$ cat src/rtl/acs_pkg.sv
package acs_pkg;
   // True when n is a power of two and at least 4 (smallest usable trellis)
   function automatic bit trellis_size_ok(input int n);
      return (n >= 4) && ((n & (n - 1)) == 0);
   endfunction

   typedef enum logic {
      PICK_UPPER = 1'b0,
      PICK_LOWER = 1'b1
   } pick_e;
endpackage

$ cat src/rtl/acs_select.sv
module acs_select #(
   parameter int MW = 16
) (
   input  logic                 clk,
   input  logic                 rst_n,
   input  logic signed [MW-1:0] cand_up,
   input  logic signed [MW-1:0] cand_lo,
   output logic signed [MW-1:0] surv,
   output logic                 pick_lo
);
   import acs_pkg::*;

   pick_e pick;

   always_comb begin
      pick    = (cand_lo > cand_up) ? PICK_LOWER : PICK_UPPER;
      pick_lo = (pick == PICK_LOWER);
      surv    = pick_lo ? cand_lo : cand_up;
   end

   AST_SURVIVOR_MAX: assert property (@(posedge clk) disable iff (!rst_n)
      (surv >= cand_up) && (surv >= cand_lo));
   AST_TIE_UPPER: assert property (@(posedge clk) disable iff (!rst_n)
      (cand_up == cand_lo) |-> !pick_lo);
endmodule

$ cat src/rtl/acs_seq.sv
module acs_seq #(
   parameter int NPAIR = 8,
   localparam int IW = $clog2(NPAIR)
) (
   input  logic          clk,
   input  logic          rst_n,
   input  logic          start,
   output logic          fire,
   output logic [IW-1:0] pair,
   output logic          last
);
   localparam logic [IW-1:0] LASTP = IW'(NPAIR - 1);

   logic          busy;
   logic [IW-1:0] cnt;

   assign fire = busy | start;
   assign pair = busy ? cnt : '0;
   assign last = fire && (pair == LASTP);

   always_ff @(posedge clk or negedge rst_n) begin
      if (!rst_n) begin
         busy <= 1'b0;
         cnt  <= '0;
      end else if (fire) begin
         if (pair == LASTP) begin
            busy <= 1'b0;
            cnt  <= '0;
         end else begin
            busy <= 1'b1;
            cnt  <= pair + 1'b1;
         end
      end
   end

   AST_START_IGNORED: assert property (@(posedge clk) disable iff (!rst_n)
      (busy && cnt != LASTP) |=> (busy && cnt == $past(cnt) + 1'b1));
endmodule

$ cat src/rtl/acs_metric_bank.sv
module acs_metric_bank #(
   parameter int MW      = 16,
   parameter int NSTATE  = 16,
   parameter bit NORM_EN = 1'b1,
   localparam int SW = $clog2(NSTATE),
   localparam int IW = SW - 1
) (
   input  logic          clk,
   input  logic          rst_n,
   input  logic          swap,
   input  logic          we,
   input  logic [IW-1:0] wa_pair,
   input  logic [MW-1:0] wd_even,
   input  logic [MW-1:0] wd_odd,
   input  logic [SW-1:0] ra_a,
   input  logic [SW-1:0] ra_b,
   input  logic [SW-1:0] ra_c,
   output logic [MW-1:0] rd_a,
   output logic [MW-1:0] rd_b,
   output logic [MW-1:0] rd_c
);
   logic [MW-1:0] bank [2][NSTATE];
   logic          sel;
   logic [MW-1:0] base;

   generate
      if (NORM_EN) begin : g_norm
         assign base = bank[sel][0];
      end else begin : g_raw
         assign base = '0;
      end
   endgenerate

   assign rd_a = bank[sel][ra_a] - base;
   assign rd_b = bank[sel][ra_b] - base;
   assign rd_c = bank[sel][ra_c] - base;

   always_ff @(posedge clk or negedge rst_n) begin
      if (!rst_n) begin
         sel <= 1'b0;
         for (int b = 0; b < 2; b++)
            for (int s = 0; s < NSTATE; s++)
               bank[b][s] <= '0;
      end else begin
         if (we) begin
            bank[~sel][{wa_pair, 1'b0}] <= wd_even;
            bank[~sel][{wa_pair, 1'b1}] <= wd_odd;
         end
         if (swap) sel <= ~sel;
      end
   end

   AST_READ_HELD: assert property (@(posedge clk) disable iff (!rst_n)
      (!$past(swap) && $stable(ra_c)) |-> $stable(rd_c));
endmodule

$ cat src/rtl/acs_butterfly_core.sv
module acs_butterfly_core #(
   parameter int MW      = 16,
   parameter int NSTATE  = 16,
   parameter bit NORM_EN = 1'b1,
   localparam int SW    = $clog2(NSTATE),
   localparam int NPAIR = NSTATE / 2,
   localparam int IW    = SW - 1,
   localparam int DW    = NSTATE
) (
   input  logic          clk,
   input  logic          rst_n,
   input  logic          step_start,
   input  logic [MW-1:0] bm_in,
   input  logic [SW-1:0] rd_state,
   output logic [MW-1:0] rd_metric,
   output logic          pm_vld,
   output logic [IW-1:0] pm_pair,
   output logic [MW-1:0] pm_even,
   output logic [MW-1:0] pm_odd,
   output logic          dec_done,
   output logic [DW-1:0] dec_word
);
   import acs_pkg::*;

   generate
      if (!trellis_size_ok(NSTATE)) begin : g_bad_size
         $error("NSTATE must be a power of two and at least 4");
      end
      if (MW < 4) begin : g_bad_width
         $error("MW must be at least 4");
      end
   endgenerate

   logic          fire, last;
   logic [IW-1:0] pair;
   logic [MW-1:0] old_a, old_b;
   logic [MW-1:0] surv [2];
   logic          dbit [2];
   logic [DW-1:0] dec_sr;
   logic [DW-1:0] dec_next;

   acs_seq #(.NPAIR(NPAIR)) u_seq (
      .clk(clk), .rst_n(rst_n), .start(step_start),
      .fire(fire), .pair(pair), .last(last)
   );

   acs_metric_bank #(.MW(MW), .NSTATE(NSTATE), .NORM_EN(NORM_EN)) u_bank (
      .clk(clk), .rst_n(rst_n), .swap(last), .we(fire),
      .wa_pair(pair), .wd_even(surv[0]), .wd_odd(surv[1]),
      .ra_a({1'b0, pair}), .ra_b({1'b1, pair}), .ra_c(rd_state),
      .rd_a(old_a), .rd_b(old_b), .rd_c(rd_metric)
   );

   // g = 0 builds the even new state, g = 1 the odd one
   for (genvar g = 0; g < 2; g++) begin : g_cs
      logic signed [MW-1:0] c_up, c_lo;
      if (g == 0) begin : g_even
         assign c_up = old_a + bm_in;
         assign c_lo = old_b - bm_in;
      end else begin : g_odd
         assign c_up = old_a - bm_in;
         assign c_lo = old_b + bm_in;
      end
      acs_select #(.MW(MW)) u_sel (
         .clk(clk), .rst_n(rst_n), .cand_up(c_up), .cand_lo(c_lo),
         .surv(surv[g]), .pick_lo(dbit[g])
      );
   end

   assign dec_next = {dec_sr[DW-3:0], dbit[0], dbit[1]};

   always_ff @(posedge clk or negedge rst_n) begin
      if (!rst_n) begin
         pm_vld   <= 1'b0;
         pm_pair  <= '0;
         pm_even  <= '0;
         pm_odd   <= '0;
         dec_sr   <= '0;
         dec_done <= 1'b0;
         dec_word <= '0;
      end else begin
         pm_vld   <= fire;
         dec_done <= last;
         if (fire) begin
            pm_pair <= pair;
            pm_even <= surv[0];
            pm_odd  <= surv[1];
            dec_sr  <= dec_next;
         end
         if (last) dec_word <= dec_next;
      end
   end

   AST_PAIR_ORDER: assert property (@(posedge clk) disable iff (!rst_n)
      (pm_vld && pm_pair != IW'(NPAIR - 1)) |=> (pm_vld && pm_pair == $past(pm_pair) + 1'b1));
   AST_DONE_AT_LAST: assert property (@(posedge clk) disable iff (!rst_n)
      (pm_vld && pm_pair == IW'(NPAIR - 1)) |-> dec_done);
   AST_DONE_SINGLE: assert property (@(posedge clk) disable iff (!rst_n)
      dec_done |=> !dec_done);
endmodule

$ cat config.mk
export PLATFORM = sky130hd
export DESIGN_NAME = acs_butterfly_core
export DESIGN_NICKNAME = d
export VERILOG_FILES = /design/src/rtl/acs_pkg.sv /design/src/rtl/acs_select.sv /design/src/rtl/acs_seq.sv /design/src/rtl/acs_metric_bank.sv /design/src/rtl/acs_butterfly_core.sv
export SDC_FILE = /design/constraint.sdc
export NUM_CORES = 2
export LEC_CHECK = 0
export ABC_AREA = 1
export BUFFER_PORTS_ARGS = -buffer_cell sky130_fd_sc_hd__buf_2
export CORE_MARGIN = 5
export CORE_UTILIZATION = 29
export DETAILED_ROUTE_END_ITERATION = 8
export SLEW_MARGIN = 30
export SYNTH_ARGS = -nofsm -noshare
export SYNTH_HDL_FRONTEND = slang
export SYNTH_SLANG_ARGS = --single-unit
$ cat constraint.sdc
create_clock -name clk -period 10.2 [get_ports clk]
set_input_delay 0.51 -clock clk [delete_from_list [all_inputs] [get_ports clk]]
set_output_delay 0.51 -clock clk [all_outputs]
set_load 0.03 [all_outputs]
==> results_tabular.tex <==
\begin{tabular}{lr}
\hline
Metric & Value \\
\hline
\multicolumn{2}{l}{\textbf{Synthesis}} \\
Syn Inst Count & 4599 \\
Sequential area share after synthesis & 42.15\% \\
Ys Warns & 0 \\
Avg Synthesized Cell Area & 7.540 um2 \\
Predominant post-synthesis flop cell & sky130\_fd\_sc\_hd\_\_dfrtp\_1 \\
Cell type contributing the most total cell area after synthesis & sky130\_fd\_sc\_hd\_\_dfrtp\_1 \\
Post-synthesis net count & 4766 \\
Proportion of synthesized flip-flops having asynchronous set or reset & 100.0\% \\
Area share of the largest cell type after synthesis & 42.15\% \\
Number of distinct library cells after synthesis & 61 \\
Number of synthesized register bits & 584 \\
Leading cell types by total area after synthesis & sky130\_fd\_sc\_hd\_\_dfrtp\_1, sky130\_fd\_sc\_hd\_\_nand2\_1, sky130\_fd\_sc\_hd\_\_o21ai\_0 \\
Number of enable-type register cells in the synthesized netlist & 0 \\
Mapped cell area & 34670 um2 \\
\multicolumn{2}{l}{\textbf{Finish}} \\
Commonest cells after routing, fill and taps aside & sky130\_fd\_sc\_hd\_\_nand2\_1, sky130\_fd\_sc\_hd\_\_dfrtp\_1, sky130\_fd\_sc\_hd\_\_o21ai\_0, sky130\_fd\_sc\_hd\_\_inv\_1, sky130\_fd\_sc\_hd\_\_nand3\_1 \\
Proportion of layout cells with a drive suffix above 1 & 9.046\% \\
FF/Latch Area & 14620 um2 \\
Most frequent standard cell in the layout excluding fill and tap cells & sky130\_fd\_sc\_hd\_\_nand2\_1 \\
Nets & 4729 \\
Area of combinational cells with multiple inputs & 17570 um2 \\
Layout fillers & 12560 \\
Layout overhead on the synthesized area & 12.46\% \\
\multicolumn{2}{l}{\textbf{Hold path}} \\
Hold wc startpoint & step\_start \\
Worst Hold Class & input pin to flip-flop \\
Count of cells along the worst hold path & 3 \\
End point of the most critical hold path & u\_seq.busy \\
\multicolumn{2}{l}{\textbf{Detailed routing}} \\
\# DRC & 0 \\
Initial DRT Pass Iterations & 8 \\
Total via count after detailed routing & 32410 \\
Post-DRT Antenna Nets & 0 \\
Post-Route WL & 129200 um \\
Detailed router's first-iteration violation count & 3758 \\
Routed vias/inst & 5.217 \\
Wire per inst & 20.80 um \\
\multicolumn{2}{l}{\textbf{Die}} \\
Total die area & 126600 um2 \\
Area of the placeable core & 118400 um2 \\
Ports placed on the boundary & 92 \\
Die width & 355.8 um \\
Effective utilization at floorplan & 29.29\% \\
Die Span Y & 355.8 um \\
Standard-cell rows & 126 \\
\multicolumn{2}{l}{\textbf{Setup path}} \\
Data arrival at the endpoint of the critical path & 9.33 ns \\
Master of the slowest instance on the critical path & sky130\_fd\_sc\_hd\_\_a2111oi\_0 \\
Startpoint-to-endpoint class of the critical path & flip-flop to flip-flop \\
FF-to-FF setup slack & 1.35 ns \\
Reg-to-Reg End & u\_bank.bank[134] \\
Worst r2r src & u\_seq.busy \\
Type of element launching the critical path & flip-flop \\
Critical Path End Type & flip-flop \\
Largest driver fanout on the critical path & 32 \\
Most frequent CP cell & sky130\_fd\_sc\_hd\_\_nand2\_1 \\
Biggest cell delay along the critical path & 0.74 ns \\
Count of cells along the worst register-to-register path & 41 \\
Worst Path Required & 10.67 ns \\
\multicolumn{2}{l}{\textbf{Global route}} \\
Number of global-route vias before repair & 30330 \\
Pin count of the biggest net entering global routing & 169 \\
Antenna violations before repair & 6 \\
GRT Util Overall & 19.79\% \\
First-pass GRT wire length & 193600 um \\
Remaining Overflow, GRT & 0 \\
\multicolumn{2}{l}{\textbf{Clock network}} \\
Sink Count & 584 \\
Clock-pin slew on the worst setup and hold paths & 0.06 ns \\
Buffers inserted during post-CTS setup optimization & 0 \\
H-Tree Depth & 3 \\
Clock network latency to the later pin of the worst-skew pair & 0.64 ns \\
Number of buffers created by CTS & 66 \\
Clock buffer depth & 3 \\
Buffer type at the clock tree root & sky130\_fd\_sc\_hd\_\_clkbuf\_16 \\
Clock tree from TritonCTS & built \\
\multicolumn{2}{l}{\textbf{STA}} \\
Final setup violation count & 0 \\
Total count of hold-check failures in the final report & 0 \\
Slew Limit Fails & 0 \\
Post-Route Skew & 0.02929 ns \\
Fin crit share & 86.80\% \\
Max-Slew Margin vs Limit & 34.11\% \\
Setup repair after global routing missed its margin & false \\
Final critical path time including I/O delays and setup & 8.853 ns \\
Max Freq & 113.0 MHz \\
Least-Margin Pin Slew & 0.9859 ns \\
TNS Setup & 0 ns \\
\multicolumn{2}{l}{\textbf{Run}} \\
Max Cap Violations & 0 \\
\multicolumn{2}{l}{\textbf{Run status}} \\
Outcome & finished clean \\
\multicolumn{2}{l}{\textbf{Place}} \\
Port-buffer cells & 91 \\
Placer congestion estimate & 0.9704 \\
Post-detail-place hpwl & 88080 um \\
\hline
\end{tabular}
-- flip-flops by register name (all words and copies together), names as in the netlist --
signal	count
u_seq.cnt	3
dec_word	16
u_seq.busy	1
pm_vld	1
pm_pair	3
dec_sr	14
pm_even	16
dec_done	1
u_bank.bank	512
u_bank.sel	1
pm_odd	16
-- cell type report --
class / count / area share [%]
multi-input cells: 3398 / 45.06
inverters: 322 / 3.119
clock buffers: 100 / 5.137
diodes: 2 / 0.01283
clock inverters: 16 / 0.5904
flip-flops and latches: 584 / 37.49
repair buffers: 190 / 3.459
well taps: 1600 / 5.134
-- synthesized netlist by cell type, types with 6 or more instances --
cell                        instances
sky130_fd_sc_hd__nand2_1         1559
sky130_fd_sc_hd__dfrtp_1          584
sky130_fd_sc_hd__o21ai_0          545
sky130_fd_sc_hd__inv_1            299
sky130_fd_sc_hd__clkbuf_1         236
sky130_fd_sc_hd__nand3_1          225
sky130_fd_sc_hd__nor2_1           156
sky130_fd_sc_hd__a21oi_1          149
sky130_fd_sc_hd__ha_1             137
sky130_fd_sc_hd__o21ai_1          123
sky130_fd_sc_hd__xor2_1            72
sky130_fd_sc_hd__mux2i_1           64
sky130_fd_sc_hd__o221ai_1          26
sky130_fd_sc_hd__o22ai_1           26
sky130_fd_sc_hd__a22oi_1           24
sky130_fd_sc_hd__buf_2             24
sky130_fd_sc_hd__nand2_2           24
sky130_fd_sc_hd__o211ai_1          24
sky130_fd_sc_hd__nand4_1           23
sky130_fd_sc_hd__a221oi_1          22
sky130_fd_sc_hd__or2_2             22
sky130_fd_sc_hd__o2111ai_1         19
sky130_fd_sc_hd__inv_2             18
sky130_fd_sc_hd__xnor2_1           15
sky130_fd_sc_hd__nor3_1            14
sky130_fd_sc_hd__o21bai_1          14
sky130_fd_sc_hd__buf_1             11
sky130_fd_sc_hd__buf_6             11
sky130_fd_sc_hd__nand3_2           11
sky130_fd_sc_hd__buf_4             10
sky130_fd_sc_hd__a31oi_1            9
sky130_fd_sc_hd__o311ai_0           8
sky130_fd_sc_hd__and2_1             7
sky130_fd_sc_hd__fa_1               7
sky130_fd_sc_hd__nor2_2             7
sky130_fd_sc_hd__a211oi_1           6
sky130_fd_sc_hd__o21ai_2            6
-- per-stage QoR --
stage	cell area, um2	hold slack (ns)	cells	util (%)	worst slack, ns
finish	39000	0.2899	6212	32.94	1.347
global route	38990	0.3130	6211	32.93	0.7293
CTS	38910	0.2704	6207	32.86	1.563
detailed placement	36660	0.4610	6090	30.97	1.592
global placement	36660	0.4570	6090	30.97	1.845
floorplan	34670	0.2144	4599	-	2.928
-- routing by layer --
layer / vias to the layer above / wire length [um] / global-route usage, %
met5: - / 19 / 0
met3: 304 / 11530 / 3.951
met1: 15550 / 55180 / 26.86
met2: 1475 / 56670 / 30.92
li1: 15080 / - / -
met4: 2 / 5792 / 8.126
-- how the worst max path moves through the flow --
stage,start,to
floorplan,u_bank.sel,u_bank.bank[252]
global placement,u_seq.busy,u_bank.bank[38]
detailed placement,u_seq.busy,u_bank.bank[358]
CTS,u_seq.busy,u_bank.bank[134]
global route,u_seq.busy,u_bank.bank[6]
finish,u_seq.busy,u_bank.bank[134]
-- cell families (layout without fill, tap and decap cells) --
logic type / Yosys count / after routing / synth area share, %
other: 0 / 2 / 0
adders and majority gates: 144 / 144 / 5.348
muxes: 64 / 64 / 1.847
DFF: 584 / 584 / 42.15
xor gates and xnor gates: 87 / 87 / 2.198
and+or+nand+nor: 2073 / 2073 / 24.60
AOI/OAI and AO/OA: 1030 / 1030 / 16.65
buffers and inverters: 617 / 628 / 7.210
-- worst max-delay path, delay by kind of cell (launching register included) --
kind            cells  cell delay, ns
simple gates       17            3.10
fa+ha+maj           4            1.57
flops               1            0.43
buf+inv             7            0.88
xor+xnor            1            0.17
compound gates     12            2.48
-- what timing repair did --
item,4_1_cts,5_1_grt
setup endpoints to repair,0,0
hold endpoints to repair,94,0
gates resized for setup,0,0
hold buffers,1,0
Power is left out: the tool's default activity adds up to more than one toggle a clock period on the data nets, which glitch-free logic cannot reach.
